## config.mk

```make
export PLATFORM = sky130hd
export DESIGN_NAME = fault_esc
export DESIGN_NICKNAME = d
export VERILOG_FILES = /design/src/rtl/fault_esc_pkg.sv /design/src/rtl/fault_classify.sv /design/src/rtl/fault_record.sv /design/src/rtl/fault_esc.sv
export SDC_FILE = /design/constraint.sdc
export NUM_CORES = 1
export LEC_CHECK = 0
export BUFFER_PORTS_ARGS = -buffer_cell sky130_fd_sc_hd__buf_2
export CORE_UTILIZATION = 50
export CTS_BUF_LIST = sky130_fd_sc_hd__clkbuf_2
export CTS_CLUSTER_SIZE = 16
export DETAILED_ROUTE_END_ITERATION = 8
export HOLD_SLACK_MARGIN = 0.05
export PLACE_DENSITY = 0.81
export REMOVE_ABC_BUFFERS = 1
export SLEW_MARGIN = 40
export SYNTH_ARGS = -nofsm -noshare
export SYNTH_HDL_FRONTEND = slang
export SYNTH_SLANG_ARGS = --single-unit
```

## constraint.sdc

```tcl
create_clock -name clk_i -period 4.7 [get_ports clk_i]
set_input_delay 0.47 -clock clk_i [delete_from_list [all_inputs] [get_ports clk_i]]
set_output_delay 0.47 -clock clk_i [all_outputs]
set_load 0.03 [all_outputs]
```

## src/rtl/fault_esc_pkg.sv

```systemverilog
package fault_esc_pkg;
  localparam int unsigned VEC_DBL  = 8;
  localparam int unsigned VEC_PAGE = 14;
  localparam int unsigned VEC_GP   = 13;
  localparam int unsigned VEC_DBG  = 1;

  function automatic logic is_contrib(input int unsigned v);
    return (v == 0) || (v >= 10 && v <= 13);
  endfunction

  function automatic logic is_recordable(input int unsigned v);
    return is_contrib(v) || v == VEC_PAGE || v == VEC_DBL;
  endfunction
endpackage

```

## src/rtl/fault_classify.sv

```systemverilog
module fault_classify
  import fault_esc_pkg::*;
#(
  parameter int unsigned VEC_W = 8
) (
  input  logic [VEC_W-1:0] rec_i,
  input  logic [VEC_W-1:0] vec_i,
  output logic [VEC_W-1:0] vec_o,
  output logic             zero_err_o,
  output logic             upd_o,
  output logic             halt_o
);
  logic first_c, second_c, esc;

  always_comb begin
    first_c    = is_contrib(int'(rec_i));
    second_c   = is_contrib(int'(vec_i));
    halt_o     = (int'(rec_i) == VEC_DBL);
    esc        = (first_c && second_c) ||
                 ((int'(rec_i) == VEC_PAGE) && (second_c || int'(vec_i) == VEC_PAGE));
    vec_o      = esc ? VEC_W'(VEC_DBL) : vec_i;
    zero_err_o = esc;
    upd_o      = !halt_o && is_recordable(int'(vec_o));
  end
endmodule

```

## src/rtl/fault_record.sv

```systemverilog
module fault_record
  import fault_esc_pkg::*;
#(
  parameter int unsigned VEC_W = 8,
  localparam logic [VEC_W-1:0] IDLE_VEC = '1
) (
  input  logic             clk_i,
  input  logic             rst_ni,
  input  logic             upd_i,
  input  logic [VEC_W-1:0] vec_i,
  input  logic             clr_i,
  output logic [VEC_W-1:0] rec_o
);
  always_ff @(posedge clk_i or negedge rst_ni) begin
    if (!rst_ni)    rec_o <= IDLE_VEC;
    else if (upd_i) rec_o <= vec_i;
    else if (clr_i) rec_o <= IDLE_VEC;
  end

  assert_rec_legal_R6: assert property (@(posedge clk_i) disable iff (!rst_ni)
    rec_o == IDLE_VEC || is_recordable(int'(rec_o)));
  assert_clear_idle_R12: assert property (@(posedge clk_i) disable iff (!rst_ni)
    clr_i && !upd_i |=> rec_o == IDLE_VEC);
  assert_upd_wins_R12: assert property (@(posedge clk_i) disable iff (!rst_ni)
    upd_i |=> rec_o == $past(vec_i));
endmodule

```

## src/rtl/fault_esc.sv

```systemverilog
module fault_esc
  import fault_esc_pkg::*;
#(
  parameter int unsigned VEC_W = 8,
  parameter int unsigned ERR_W = 32,
  parameter int unsigned IP_W  = 32,
  parameter int unsigned ADD_W = 4
) (
  input  logic             clk_i,
  input  logic             rst_ni,
  input  logic             evt_valid_i,
  input  logic [VEC_W-1:0] evt_vec_i,
  input  logic [ERR_W-1:0] evt_err_i,
  input  logic             evt_swint_i,
  input  logic             evt_brk_i,
  input  logic             evt_misalign_i,
  input  logic [IP_W-1:0]  cur_ip_i,
  input  logic [ADD_W-1:0] ip_add_i,
  input  logic             deliver_done_i,
  output logic             out_valid_o,
  output logic [VEC_W-1:0] out_vec_o,
  output logic [ERR_W-1:0] out_err_o,
  output logic             out_swint_o,
  output logic [IP_W-1:0]  ret_ip_o,
  output logic             shutdown_o
);
  localparam int unsigned PAD_W = IP_W - ADD_W;

  logic [VEC_W-1:0] rec, hw_vec, cls_vec;
  logic [ERR_W-1:0] hw_err;
  logic             cls_zero, cls_upd, cls_halt;
  logic             accept, hw_evt, do_halt, do_upd;
  logic [IP_W-1:0]  next_ip;

  // misaligned access is reported as general protection, error code 0
  assign hw_vec = evt_misalign_i ? VEC_W'(VEC_GP) : evt_vec_i;
  assign hw_err = evt_misalign_i ? '0 : evt_err_i;

  fault_classify #(.VEC_W(VEC_W)) u_cls (
    .rec_i      (rec),
    .vec_i      (hw_vec),
    .vec_o      (cls_vec),
    .zero_err_o (cls_zero),
    .upd_o      (cls_upd),
    .halt_o     (cls_halt)
  );

  assign accept  = evt_valid_i && !shutdown_o;
  assign hw_evt  = accept && !evt_brk_i && !evt_swint_i;
  assign do_halt = hw_evt && cls_halt;
  assign do_upd  = hw_evt && cls_upd;
  assign next_ip = cur_ip_i + {{PAD_W{1'b0}}, ip_add_i};

  fault_record #(.VEC_W(VEC_W)) u_rec (
    .clk_i  (clk_i),
    .rst_ni (rst_ni),
    .upd_i  (do_upd),
    .vec_i  (cls_vec),
    .clr_i  (deliver_done_i),
    .rec_o  (rec)
  );

  always_ff @(posedge clk_i or negedge rst_ni) begin
    if (!rst_ni) begin
      out_valid_o <= 1'b0;
      out_vec_o   <= '0;
      out_err_o   <= '0;
      out_swint_o <= 1'b0;
      ret_ip_o    <= '0;
      shutdown_o  <= 1'b0;
    end else begin
      out_valid_o <= accept && !do_halt;
      if (do_halt) shutdown_o <= 1'b1;
      if (accept) begin
        if (evt_brk_i) begin
          out_vec_o   <= VEC_W'(VEC_DBG);
          out_err_o   <= '0;
          out_swint_o <= 1'b0;
          ret_ip_o    <= cur_ip_i;
        end else if (evt_swint_i) begin
          out_vec_o   <= evt_vec_i;
          out_err_o   <= evt_err_i;
          out_swint_o <= 1'b1;
          ret_ip_o    <= next_ip;
        end else begin
          out_vec_o   <= cls_vec;
          out_err_o   <= cls_zero ? '0 : hw_err;
          out_swint_o <= 1'b0;
          ret_ip_o    <= next_ip;
        end
      end
    end
  end

  assert_idle_no_out_R2: assert property (@(posedge clk_i) disable iff (!rst_ni)
    !evt_valid_i |=> !out_valid_o);
  assert_shutdown_sticky_R7: assert property (@(posedge clk_i) disable iff (!rst_ni)
    shutdown_o |=> shutdown_o);
  assert_silent_in_shutdown_R7: assert property (@(posedge clk_i) disable iff (!rst_ni)
    shutdown_o |-> !out_valid_o);
  assert_brk_result_R10: assert property (@(posedge clk_i) disable iff (!rst_ni)
    evt_valid_i && evt_brk_i && !shutdown_o |=>
      out_valid_o && out_vec_o == VEC_W'(VEC_DBG) && out_err_o == '0 && !out_swint_o
      && ret_ip_o == $past(cur_ip_i) && !shutdown_o);
  assert_swint_keeps_R8: assert property (@(posedge clk_i) disable iff (!rst_ni)
    evt_valid_i && evt_swint_i && !evt_brk_i && !shutdown_o |=>
      out_valid_o && out_swint_o && out_vec_o == $past(evt_vec_i) && !shutdown_o);
endmodule

```

---- Word-level counts from Yosys, hierarchy flattened ----
Cells that the tools add are included.
storage, ports and cells
  bits in writable memories ............... 0
  register bits ........................... 83
  word-level logic and storage cells ...... 60
  latch bits .............................. 0
  output and inout bits ................... 75
  memories kept ........................... 0
  input port bits ......................... 83
  ROM bits ................................ 0
cells by class
  $mul .................................... 0
  muxes and demuxes ....................... 13
  shift-type cells ........................ 0
  divide/modulo/power cells ............... 0
  bitwise logic cells ..................... 0
  $lt $le $gt $ge ......................... 6
  add/subtract/negate cells ............... 1
  reduce and logical (&&, ||, !) cells .... 28
  equality and inequality tests ........... 5
operators by type and width
  operator              number
  $mux W32              5
  $mux W8               6
  $eq A8 B4 Y1 const B  5
  $add A32 B4 Y32       1
  $ge A8 B4 Y1 const B  3
  $le A8 B4 Y1 const B  3
  $logic_not A8 Y1      3
  $logic_and A1 B1 Y1   12
  $logic_or A1 B1 Y1    7
  $logic_not A1 Y1      5
  $mux W1               2
  $reduce_bool A2 Y1    1

---- Longest topological paths before layout ----
Gate-level depths: netlist of run 1.
  word-level depth ........................ 16
  gate-level depth with buffers ........... 8
  mapped depth without buffers ............ 8

---- Cells and area by module ----
From an unflattened synthesis of run 1, not the netlist that was laid out.
second synthesis, totals
  cells, all modules ...................... 421
  area total of the unflattened synthesis .. 4155.2 µm²
modules (own cells, without submodules)
  module          times used  area an instance (µm²)  cells each  sequential area each (µm²)
  fault_esc       1           3662.3                  359         1876.8
  fault_record    1           326.6                   34          210.2
  fault_classify  1           166.4                   28          0.0

---- Worst setup path before layout of run 1 ----
Ideal clock, no wire load.
  path kind ............................... in2reg
  start point ............................. in cur_ip_i[0]
  end point ............................... reg ret_ip_o[6]
  path slack .............................. 2518 ps
  buffers on the path ..................... 0
  data arrival time ....................... 2049 ps
  cell stages on the path ................. 8
  setup time .............................. 133 ps
  required time ........................... 4567 ps
  cell sequence ........................... ha_1 -> inv_1 -> fa_1 -> nand2b_1 -> a21oi_1 -> and3_1 -> xnor2_1 -> o21ai_0
on the way
  cells in the longest elaborated chain, start to end .. 2
ends and longest elaborated chain
  what                    line             source
  start: declaration      fault_esc.sv:17  input logic [IP_W-1:0] cur_ip_i,
  $add A32 B4 Y32         fault_esc.sv:52  assign next_ip = cur_ip_i + {{PAD_W{1'b0}}, ip_add_i};
  $mux W32                fault_esc.sv:75  if (evt_brk_i) begin
  end signal: assignment  fault_esc.sv:79  ret_ip_o <= cur_ip_i;
  end signal: assignment  fault_esc.sv:84  ret_ip_o <= next_ip;
  end signal: assignment  fault_esc.sv:89  ret_ip_o <= next_ip;
  end: declaration        fault_esc.sv:24  output logic [IP_W-1:0] ret_ip_o,
No other way between the ends.
A chain may end at the register's enable or synchronous reset.

---- Worst setup path in the final report of run 1 ----
  start point ............................. reg u_rec.rec_o[2]
  end point ............................... reg out_err_o[31]
on the way
  cells in the longest elaborated chain, start to end .. 8
  elaborated cells on any way between the ends .. 12
  those cells by class .................... order compare: 2; eq/ne: 1; mux: 3; reduce/logical: 6
ends and longest elaborated chain
  what                                                 line                  source
  start: declaration                                   fault_record.sv:12    output logic [VEC_W-1:0] rec_o
  start signal: assignment                             fault_record.sv:16    else if (upd_i) rec_o <= vec_i;
  $ge A8 B4 Y1 / $le A8 B4 Y1 (equally long branches)  fault_esc_pkg.sv:8    return (v == 0) || (v >= 10 && v <= 13);
  $logic_and A1 B1 Y1                                  fault_esc_pkg.sv:8
  $logic_or A1 B1 Y1                                   fault_esc_pkg.sv:8
  $logic_and A1 B1 Y1                                  fault_classify.sv:19  esc = (first_c && second_c) ||
  $logic_or A1 B1 Y1 *                                 fault_classify.sv:19
  $mux W32 *                                           fault_esc.sv:87       out_err_o <= cls_zero ? '0 : hw_err;
  $mux W32 *                                           fault_esc.sv:80       end else if (evt_swint_i) begin
  $mux W32 *                                           fault_esc.sv:75
  end signal: assignment                               fault_esc.sv:82       out_err_o <= evt_err_i;
  end signal: assignment                               fault_esc.sv:87
  end: declaration                                     fault_esc.sv:22       output logic [ERR_W-1:0] out_err_o,
Mark *: on every way between the ends. The rest lies on a longest branch, timed or not.

==> results of run 1 <==
[state kept, by name, indices dropped and copies added, names as in the netlist]
signal	flops
shutdown_o	1
u_rec.rec_o	8
out_swint_o	1
out_vec_o	8
ret_ip_o	32
out_err_o	32
out_valid_o	1
[metrics by stage]
step           cells  hold WS (ns)
2_1_floorplan    434         0.174
3_3_place_gp     697         0.452
3_5_place_dp     699         0.464
4_1_cts          716         0.119
5_1_grt          716        0.0937
6_report         716         0.181
[worst max-delay path, delay by kind of cell, from the launching register on]
kind | cells | cell delay [ns]
and+or+nand+nor | 2 | 1.05
DFF | 1 | 0.45
AOI/OAI and AO/OA | 3 | 0.55
[repair_timing]
action / 4_1_cts / 5_1_grt
setup endpoints to repair: 0 / 0
hold endpoints to repair: 75 / 0
hold buffers: 1 / 0
[worst paths after layout]
path,slack [ns],cells after the start,to,from
setup / recovery,2.49,5,out_err_o[31],u_rec.rec_o[2]
hold / removal,0.18,3,out_valid_o,evt_valid_i
setup reg to reg,2.49,5,out_err_o[31],u_rec.rec_o[2]
hold reg to reg,0.50,2,ret_ip_o[14],ret_ip_o[14]
max in group asynchronous,3.67,2,ret_ip_o[12],rst_ni
min in group asynchronous,0.55,2,out_err_o[13],rst_ni
[cell type report]
type | instances | area (um2) | area share, %
Inverter | 45 | 169 | 3.17
Clock inverter | 4 | 17.5 | 0.328
Timing Repair Buffer | 161 | 852 | 16.0
Clock buffer | 12 | 60.1 | 1.13
Tap cell | 105 | 131 | 2.46
Multi-Input combinational cell | 306 | 2020 | 37.8
Sequential cell | 83 | 2090 | 39.1
[layer usage]
layer  wire [um]  GRT usage (%)
met1        4510           27.9
met2        4810           37.6
met3         871           6.14
met4          93           7.84
met5           0              0
[synthesized netlist by cell type, drive strengths merged, types with 2 or more instances]
cell	instances	share of area [%]
dfstp	8	4.8
nor2	25	2.2
xor2	21	4.2
a22oi	37	6.3
a211oi	2	0.34
xnor2	9	1.8
nand4	13	1.9
and2	2	0.29
nand3	16	2.1
nand2b	4	0.57
nor3	7	0.80
a31oi	2	0.29
inv	45	3.9
nor4	4	0.71
a21oi	7	0.80
nor2b	3	0.43
clkbuf	18	1.5
a21o	4	0.68
and3	8	1.1
buf	8	1.5
nand2	39	3.3
nand4b	2	0.40
nor3b	2	0.34
ha	4	1.1
dfrtp	75	43
o21ai	74	11
[logic make-up (layout without fill, tap and decap cells)]
family | Yosys count | after routing
DFF | 83 | 83
adders and majority gates | 5 | 5
and+or+nand+nor | 131 | 131
muxes | 1 | 1
xor gates and xnor gates | 30 | 30
buffers and inverters | 71 | 222
AOI/OAI and AO/OA | 139 | 139
[power groups by stage]
stage / Sequential, mW / Combinational, mW / Clock, mW
after floorplan: 0.946 / 0.133 / 0
after global placement: 0.823 / 0.412 / 0
after detailed placement: 0.826 / 0.426 / 0
after CTS: 0.812 / 0.427 / 0.314
after global routing: 0.821 / 0.462 / 0.346
final: 0.812 / 0.423 / 0.298
==> impl_metrics.tcl, run 1 <==
set metrics [dict create \
    avgSynthCellArea_um2 9.53 \
    synth-edff-count 0 \
    synthToLayoutAreaGrowth_pct 21.6 \
    power.combinational.fraction_pct 27.6 \
    root_buffer "sky130_fd_sc_hd__clkbuf_2" \
    worst_slew_pin_slew_ns 0.785 \
    layout.filler_cells 706 \
    clkLatencyLatePin_ns 0.49 \
    drc 0 \
    netlist_instances 460 \
    post_synth_and_or_nand_nor_area_fraction_pct 15.3 \
    fmaxAchievable_mhz 453 \
    total_power_divided_by_cell_area_nw_per_um2 288 \
    final_core_utilization_pct 63.9 \
    synth_compound_gate_area_share_pct 22.3 \
    maxCapViolCount 0 \
    rsz0062_at_grt "false" \
    max_stage_delay_on_crit_path_ns 0.54 \
    buffer_depth_of_the_longest_clock_path 2 \
    grt_pass1_wl_mm 16.1 \
    sequence_of_cells_on_the_critical_path "or4_1 -> o21ai_0 -> o2111ai_2 -> nand3_4 -> o21ai_0" \
    final_common_cell "sky130_fd_sc_hd__buf_2" \
    design_area_um2 5330 \
    synth.cell_area_um2 4390 \
    post_cts.repair.setup_buffers 0 \
    cts_inserted_buffers 9 \
    synth_async_sr_flop_share_pct 100 \
    core_area_um2 8340 \
    timing.critical_path.fanout_max 36 \
    yosysUniqueCellTypes 54 \
    synth_fa_ha_area_share_pct 1.60 \
    cts-resized-gates 0 \
    crit_path_end_kind "flip-flop" \
    power.switching_uw 547 \
    final_antenna_diode_count 0 \
    numPortBuffers 157 \
    post_route_cells_drive_above_1_share_pct 36.0 \
    dieWidth_um 95.7 \
    timing_hold_violations_final 0 \
    place.gp.congestion 0.831 \
    post-route-worst-setup-slack_ns 2.49 \
    fp.dieH_um 95.7 \
    start_util_pct 52.6 \
    cts_tree "built" \
    first_global_vias 3570 \
    synth_ff_type "sky130_fd_sc_hd__dfrtp_1" \
    power.internal_uw 987 \
    power_frac_clock_pct 19.4 \
    finalSetupViolations 0 \
    leakagePower_nw 2.66 \
    cell_with_the_most_instances_on_the_worst_path "sky130_fd_sc_hd__o21ai_0" \
    place_ws_ns 2.03 \
    crit_path_start_kind "flip-flop" \
    floorplan.io_pins 158 \
    track_usage_pct 22.5 \
    worst_setup_hold_path_clk_slew_ns 0.22 \
    vdd_ir_drop_max_mv 0.160 \
    total_power_mw 1.53 \
    main_combinational_cell_family_by_area_after_synthesis "compound AO/OA/AOI/OAI gates" \
    worst-endpoint-required_ns 5.05 \
    period_utilisation_layout_pct 47.0 \
    cp_data_arrival_time_ns 2.56 \
    seq_power_share_pct 53.0 \
    setup_total_negative_slack_ns 0 \
    dpl-instance-area_um2 5240 \
    row_count 33 \
    worstSetupPathType "reg2reg" \
    final_period_minus_worst_setup_slack_ns 2.21 \
    critical-path-slowest-cell "sky130_fd_sc_hd__nand3_4" \
    overall_routed_net_length_mm 10.3 \
    finalMaxSlewViolations 0 \
    routed-via-count 3906 \
    outcome "finished, final reports clean" \
    ctsHtreeMaxLevel 3 \
    mostFrequentLayoutCells "sky130_fd_sc_hd__buf_2 (156), sky130_fd_sc_hd__dfrtp_1 (75), sky130_fd_sc_hd__inv_1 (45)" \
    grt_antenna_before_repair 0 \
    nNetsFinal 694 \
    ys_seq_elements 83 \
    first_pass_iters 6 \
    wl_per_cell_um 14.4 \
    clock_sinks 83 \
    fraction_of_power_spent_switching_nets_pct 35.7 \
    yosysSeqAreaShare_pct 47.6 \
    grt_overflow_total 0 \
    post_synth_xor_area_fraction_pct 5.99 \
    post_drt_via_cell_ratio 5.46 \
    detail-route-antenna-nets 0 \
    fin_skew_ns 0.0308 \
    fp.dieArea_um2 9150 \
    synth.yosys.warnings 0 \
    largest_net_degree_at_the_start_of_global_routing 84 \
    hold_path_class "in2reg" \
    dp.final_hpwl_mm 7.59 \
    synth.mux.area_fraction_pct 0.228 \
    dr.first_iter.drc_count 152 \
    max-slew-margin-rel_pct 47.6 \
]
No activity file was read; power rests on OpenSTA's default activity.
==> run 2: changes to the inputs <==
==> constraint.sdc (replaced) <==
create_clock -name clk_i -period 2.1 [get_ports clk_i]
set_input_delay 0.21 -clock clk_i [delete_from_list [all_inputs] [get_ports clk_i]]
set_output_delay 0.21 -clock clk_i [all_outputs]
set_load 0.03 [all_outputs]
==> impl_metrics.tcl, run 2 (synthesis results as in run 1) <==
set metrics [dict create \
    outcome "finished, final reports clean" \
    row_count 33 \
    ctsHtreeMaxLevel 3 \
    dr.first_iter.drc_count 262 \
    clkLatencyLatePin_ns 0.51 \
    overall_routed_net_length_mm 12.8 \
    worst-endpoint-required_ns 2.45 \
    fp.dieArea_um2 9150 \
    max_stage_delay_on_crit_path_ns 0.53 \
    timing_hold_violations_final 0 \
    cp_top_family "buffers and inverters" \
    final_core_utilization_pct 74.9 \
    grt_antenna_before_repair 0 \
    post-route-worst-setup-slack_ns 0.00771 \
    dpl-instance-area_um2 5310 \
    core_area_um2 8340 \
    drc 0 \
    power.internal_mw 2.65 \
    hp-start "evt_brk_i" \
    first_pass_iters 6 \
    fp.dieH_um 95.7 \
    first_global_vias 4123 \
    start_util_pct 52.6 \
    sequence_of_cells_on_the_critical_path "dlygate4sd3_1 -> buf_2 -> ha_1 -> inv_1 -> fa_1 -> nand2b_1 -> a21o_1 -> nor4b_2 -> xnor2_1 -> o21ai_0" \
    place.detailed.instances 710 \
    worst_slew_pin_slew_ns 0.609 \
    rsz0062_at_grt "true" \
    final_period_minus_worst_setup_slack_ns 2.09 \
    register_area_um2 2090 \
    detail-route-antenna-nets 0 \
    buffer_depth_of_the_longest_clock_path 2 \
    multiInputGateArea_um2 2020 \
    setup_total_negative_slack_ns 0 \
    power.combinational.fraction_pct 27.7 \
    non_filler_instance_count_after_layout 804 \
    finalSetupViolations 0 \
    place.gp.congestion 0.893 \
    post_drt_via_cell_ratio 5.52 \
    cts_tree "built" \
    cp_data_arrival_time_ns 2.44 \
    dieWidth_um 95.7 \
    power_frac_clock_pct 26.2 \
    critical_path.reg2reg.startpoint "u_rec.rec_o[2]" \
    track_usage_pct 27.6 \
    root_buffer "sky130_fd_sc_hd__clkbuf_2" \
    critical_path_origin "cur_ip_i[0]" \
    fraction_of_power_spent_switching_nets_pct 33.0 \
    largest_net_degree_at_the_start_of_global_routing 71 \
    top_regs "out_err_o: 32 flops, ret_ip_o: 32 flops" \
    synthToLayoutAreaGrowth_pct 42.4 \
    fin_skew_ns 0.0352 \
    layout.filler_cells 564 \
    post_cts.repair.setup_buffers 0 \
    numPortBuffers 157 \
    place_ws_ns 0.00190 \
    design_area_um2 6250 \
    grt_overflow_total 0 \
    maxCapViolCount 0 \
    routed-via-count 4442 \
    vdd_ir_drop_max_mv 0.384 \
    clock_sinks 83 \
    post_route_cells_drive_above_1_share_pct 33.1 \
    fmaxAchievable_mhz 478 \
    finalMaxSlewViolations 0 \
    period_utilisation_layout_pct 99.6 \
    max-slew-margin-rel_pct 59.4 \
    timing.critical_path.fanout_max 4 \
    grt_pass1_wl_mm 19.5 \
    wl_per_cell_um 15.9 \
    crit_path_start_kind "input pin" \
    worst_setup_hold_path_clk_slew_ns 0.23 \
    power.switching_mw 1.31 \
    final_common_cell "sky130_fd_sc_hd__buf_2" \
    crit_path_end_kind "flip-flop" \
    mostFrequentLayoutCells "sky130_fd_sc_hd__buf_2 (156), sky130_fd_sc_hd__dlygate4sd3_1 (77), sky130_fd_sc_hd__dfrtp_1 (75)" \
    nNetsFinal 781 \
    floorplan.io_pins 158 \
    dp.final_hpwl_mm 7.94 \
    total_power_divided_by_cell_area_nw_per_um2 635 \
    worstSetupPathType "in2reg" \
    critical-path-slowest-cell "sky130_fd_sc_hd__dlygate4sd3_1" \
    cts_inserted_buffers 9 \
    hold_path_class "in2reg" \
    leakagePower_nw 3.04 \
    seq_power_share_pct 46.1 \
    worst-path-buf-inv 3 \
]
## run 2: changes by cell type in the layout (fill, tap and decap cells not counted), sizes merged
cell	before	now
buf	159	171
bufinv	0	3
clkbuf	13	9
diode	0	1
dlygate4sd3	1	77
## run 2: path summary, 6_finish.rpt
check | endpoint | slack, ns | cells past startpoint
hold reg to reg | ret_ip_o[7] | 0.50 | 2
hold / removal | ret_ip_o[2] | 0.13 | 3
max in group asynchronous | u_rec.rec_o[6] | 1.24 | 3
setup reg to reg | out_err_o[6] | 0.09 | 6
min in group asynchronous | out_err_o[30] | 0.21 | 2
setup / recovery | ret_ip_o[18] | 0.008 | 10
## run 2: stage by stage
stage               total power [mW]  hold WS, ns
floorplan                       2.41      -0.0856
global placement                2.79        0.238
detailed placement              2.81        0.243
CTS                             3.98       0.0762
global route                    4.16       0.0868
finish                          3.96        0.126
## run 2: layout make-up
type | count | share of cell area, %
clock inverter | 7 | 1.70
antenna | 1 | 0.0401
inverter | 45 | 2.70
sequential | 83 | 33.4
clock buffer | 9 | 0.721
multi-input combinational | 306 | 32.3
timing repair buffer | 248 | 27.0
tap | 105 | 2.10
## run 2: worst reg2reg max path: stages, from the launching register on
cell and delay (ns):
sky130_fd_sc_hd__dfstp_2 0.45, sky130_fd_sc_hd__or4_1 0.51, sky130_fd_sc_hd__o21ai_0 0.16, sky130_fd_sc_hd__o2111ai_2 0.26, sky130_fd_sc_hd__nand3_4 0.27, sky130_fd_sc_hd__buf_4 0.20
sky130_fd_sc_hd__o21ai_2 0.06
## run 2: timing repair
item | CTS | global route
hold buffers | 77 | 0
gates resized for setup | 0 | 3
endpoints found under the setup margin | 0 | 9
endpoints found under the hold margin | 134 | 0
## run 2: routing by layer
layer  track usage (%)  part of all wire, %  vias up
met4              11.3                  1.8        0
met5                 0                    0        -
li1                  -                    -     2084
met3              4.86                  8.0       28
met2              46.5                   49      248
met1              34.9                   41     2082
## run 2: power by group through the flow
stage	Combinational, mW	Clock, mW	Sequential (mW)
after floorplan	0.297	0	2.12
after global placement	0.946	0	1.84
after detailed placement	0.965	0	1.85
after CTS	1.08	1.08	1.82
after global routing	1.18	1.13	1.84
final	1.10	1.04	1.83
==> run 3: changes to the inputs <==
--- a/config.mk
+++ b/config.mk
@@ -11,9 +11,10 @@
 export CTS_CLUSTER_SIZE = 16
 export DETAILED_ROUTE_END_ITERATION = 8
 export HOLD_SLACK_MARGIN = 0.05
-export PLACE_DENSITY = 0.81
+export PLACE_DENSITY_LB_ADDON = 0.1
 export REMOVE_ABC_BUFFERS = 1
 export SLEW_MARGIN = 40
 export SYNTH_ARGS = -nofsm -noshare
 export SYNTH_HDL_FRONTEND = slang
 export SYNTH_SLANG_ARGS = --single-unit
+export TNS_END_PERCENT = 100
==> impl_metrics.tcl, run 3 (synthesis results as in run 1) <==
set metrics [dict create \
    core_area_um2 8340 \
    layout.filler_cells 611 \
    design_area_um2 6250 \
    worstRegToRegCells 6 \
    hp-start "evt_misalign_i" \
    dr.first_iter.drc_count 229 \
    grt_antenna_before_repair 0 \
    vdd_ir_drop_max_mv 0.323 \
    leakagePower_nw 3.06 \
    finalSetupViolations 0 \
    post_route_cells_drive_above_1_share_pct 34.4 \
    post-route-worst-setup-slack_ns 0.0185 \
    period_utilisation_layout_pct 99.1 \
    crit_path_end_kind "flip-flop" \
    dpl-instance-area_um2 5320 \
    total_power_divided_by_cell_area_nw_per_um2 620 \
    fraction_of_power_spent_switching_nets_pct 34.1 \
    power.switching_mw 1.32 \
    finalMaxSlewViolations 0 \
    total_power_mw 3.88 \
    ctsHtreeMaxLevel 3 \
    numPortBuffers 157 \
    fin_skew_ns 0.0228 \
    register_area_um2 2090 \
    final_period_minus_worst_setup_slack_ns 2.08 \
    final_antenna_diode_count 0 \
    fmaxAchievable_mhz 480 \
    maxCapViolCount 0 \
    critical_path.reg2reg.startpoint "u_rec.rec_o[2]" \
    routed-via-count 4269 \
    worstSetupPathType "in2reg" \
    buffer_depth_of_the_longest_clock_path 2 \
    place.detailed.instances 712 \
    timing.hold.ws_ns 0.102 \
    non_filler_instance_count_after_layout 803 \
    dieWidth_um 95.7 \
    nNetsFinal 781 \
    grt_overflow_total 0 \
    timing_hold_violations_final 0 \
    multiInputGateArea_um2 2050 \
    max-slew-margin-rel_pct 54.9 \
    detail-route-antenna-nets 0 \
    first_pass_iters 4 \
    hold_path_class "in2reg" \
    power.internal_mw 2.56 \
    cts_tree "built" \
    dp.final_hpwl_mm 7.75 \
    worst-endpoint-required_ns 2.45 \
    first_global_vias 4088 \
    timing.hold.worst_endpoint "u_rec.rec_o[0]" \
    outcome "finished, final reports clean" \
    mostFrequentLayoutCells "sky130_fd_sc_hd__buf_2 (157), sky130_fd_sc_hd__dfrtp_1 (75), sky130_fd_sc_hd__dlygate4sd3_1 (74)" \
    overall_routed_net_length_mm 12.2 \
    final_core_utilization_pct 75.0 \
    setup.reg_to_reg.worst_slack_ns 0.13 \
    place.gp.congestion 0.912 \
    worst_setup_hold_path_clk_slew_ns 0.21 \
    clkLatencyLatePin_ns 0.48 \
    synthToLayoutAreaGrowth_pct 42.6 \
    top_regs "out_err_o: 32 flops, ret_ip_o: 32 flops" \
    power_frac_clock_pct 24.6 \
    floorplan.io_pins 158 \
    drc 0 \
    root_buffer "sky130_fd_sc_hd__clkbuf_2" \
    min_delay_path_depth 3 \
    row_count 33 \
    largest_net_degree_at_the_start_of_global_routing 75 \
    fp.dieArea_um2 9150 \
    cp_data_arrival_time_ns 2.43 \
    critical_path.reg2reg.endpoint "out_err_o[8]" \
    place_ws_ns -0.0150 \
    grt_pass1_wl_mm 19.0 \
    fp.dieH_um 95.7 \
    rsz0062_at_grt "false" \
    wl_per_cell_um 15.2 \
    start_util_pct 52.6 \
    cts_inserted_buffers 9 \
    final_common_cell "sky130_fd_sc_hd__buf_2" \
    setup_total_negative_slack_ns 0 \
    seq_power_share_pct 46.9 \
    worst_slew_pin_slew_ns 0.677 \
    post_cts.repair.setup_buffers 0 \
    timing.critical_path.fanout_max 4 \
    clock_sinks 83 \
    track_usage_pct 26.8 \
    crit_path_start_kind "input pin" \
    post_drt_via_cell_ratio 5.32 \
    power.combinational.fraction_pct 28.4 \
]
-- run 3: changes by cell type in the layout (fill, tap and decap cells not counted), moves of 2 or more --
cell	previous run	this run
sky130_fd_sc_hd__dlygate4sd3_1	77	74
sky130_fd_sc_hd__buf_4	13	15
sky130_fd_sc_hd__clkinvlp_4	0	2
sky130_fd_sc_hd__clkinv_1	3	0
-- run 3: layout make-up --
type | instances | area share (%)
Clock inverter | 6 | 1.42
Timing Repair Buffer | 248 | 26.8
Clock buffer | 10 | 0.800
Tap cell | 105 | 2.10
Multi-Input combinational cell | 306 | 32.8
Inverter | 45 | 2.70
Sequential cell | 83 | 33.4
-- run 3: power groups by stage --
| stage | clock, mW | sequential [mW] | combinational, mW |
|---|---|---|---|
| 6_report | 0.955 | 1.82 | 1.10 |
| 5_1_grt | 1.04 | 1.84 | 1.19 |
| 4_1_cts | 0.991 | 1.82 | 1.08 |
| 3_5_place_dp | 0 | 1.85 | 0.969 |
| 3_3_place_gp | 0 | 1.84 | 0.950 |
| 2_1_floorplan | 0 | 2.12 | 0.297 |
-- run 3: what timing repair did --
| action | in CTS | in global routing |
|---|---|---|
| resized for setup | 0 | 8 |
| setup endpoints to repair | 0 | 7 |
| hold endpoints to repair | 119 | 0 |
| hold buffers | 74 | 0 |
-- run 3: how the worst max path moves through the flow --
stage                 from            end  slack, ns  cells past startpoint
6_report       cur_ip_i[0]   ret_ip_o[18]       0.02                     10
5_1_grt        cur_ip_i[0]   ret_ip_o[18]     0.0007                     10
4_1_cts        cur_ip_i[0]   ret_ip_o[18]       0.04                     10
3_5_place_dp   cur_ip_i[0]   ret_ip_o[18]      -0.02                      9
3_3_place_gp   cur_ip_i[0]   ret_ip_o[18]       0.08                      9
2_1_floorplan   shutdown_o  out_err_o[10]      -1.44                      5
-- run 3: per-layer routing --
metal | global-route usage (%) | part of all wire [%] | vias to the layer above
met5 | 0 | 0 | -
met4 | 9.70 | 2.1 | 0
met3 | 4.55 | 6.7 | 20
met2 | 44.5 | 48 | 172
met1 | 35.2 | 43 | 1995
li1 | - | - | 2082
-- run 3: critical path: stages --
cell	delay (ns)
sky130_fd_sc_hd__dlygate4sd3_1	0.52
sky130_fd_sc_hd__buf_2	0.11
sky130_fd_sc_hd__ha_1	0.19
sky130_fd_sc_hd__inv_1	0.06
sky130_fd_sc_hd__fa_1	0.40
sky130_fd_sc_hd__nand2b_4	0.18
sky130_fd_sc_hd__a21o_4	0.23
sky130_fd_sc_hd__nor4b_4	0.25
sky130_fd_sc_hd__xnor2_1	0.16
sky130_fd_sc_hd__o21ai_0	0.11
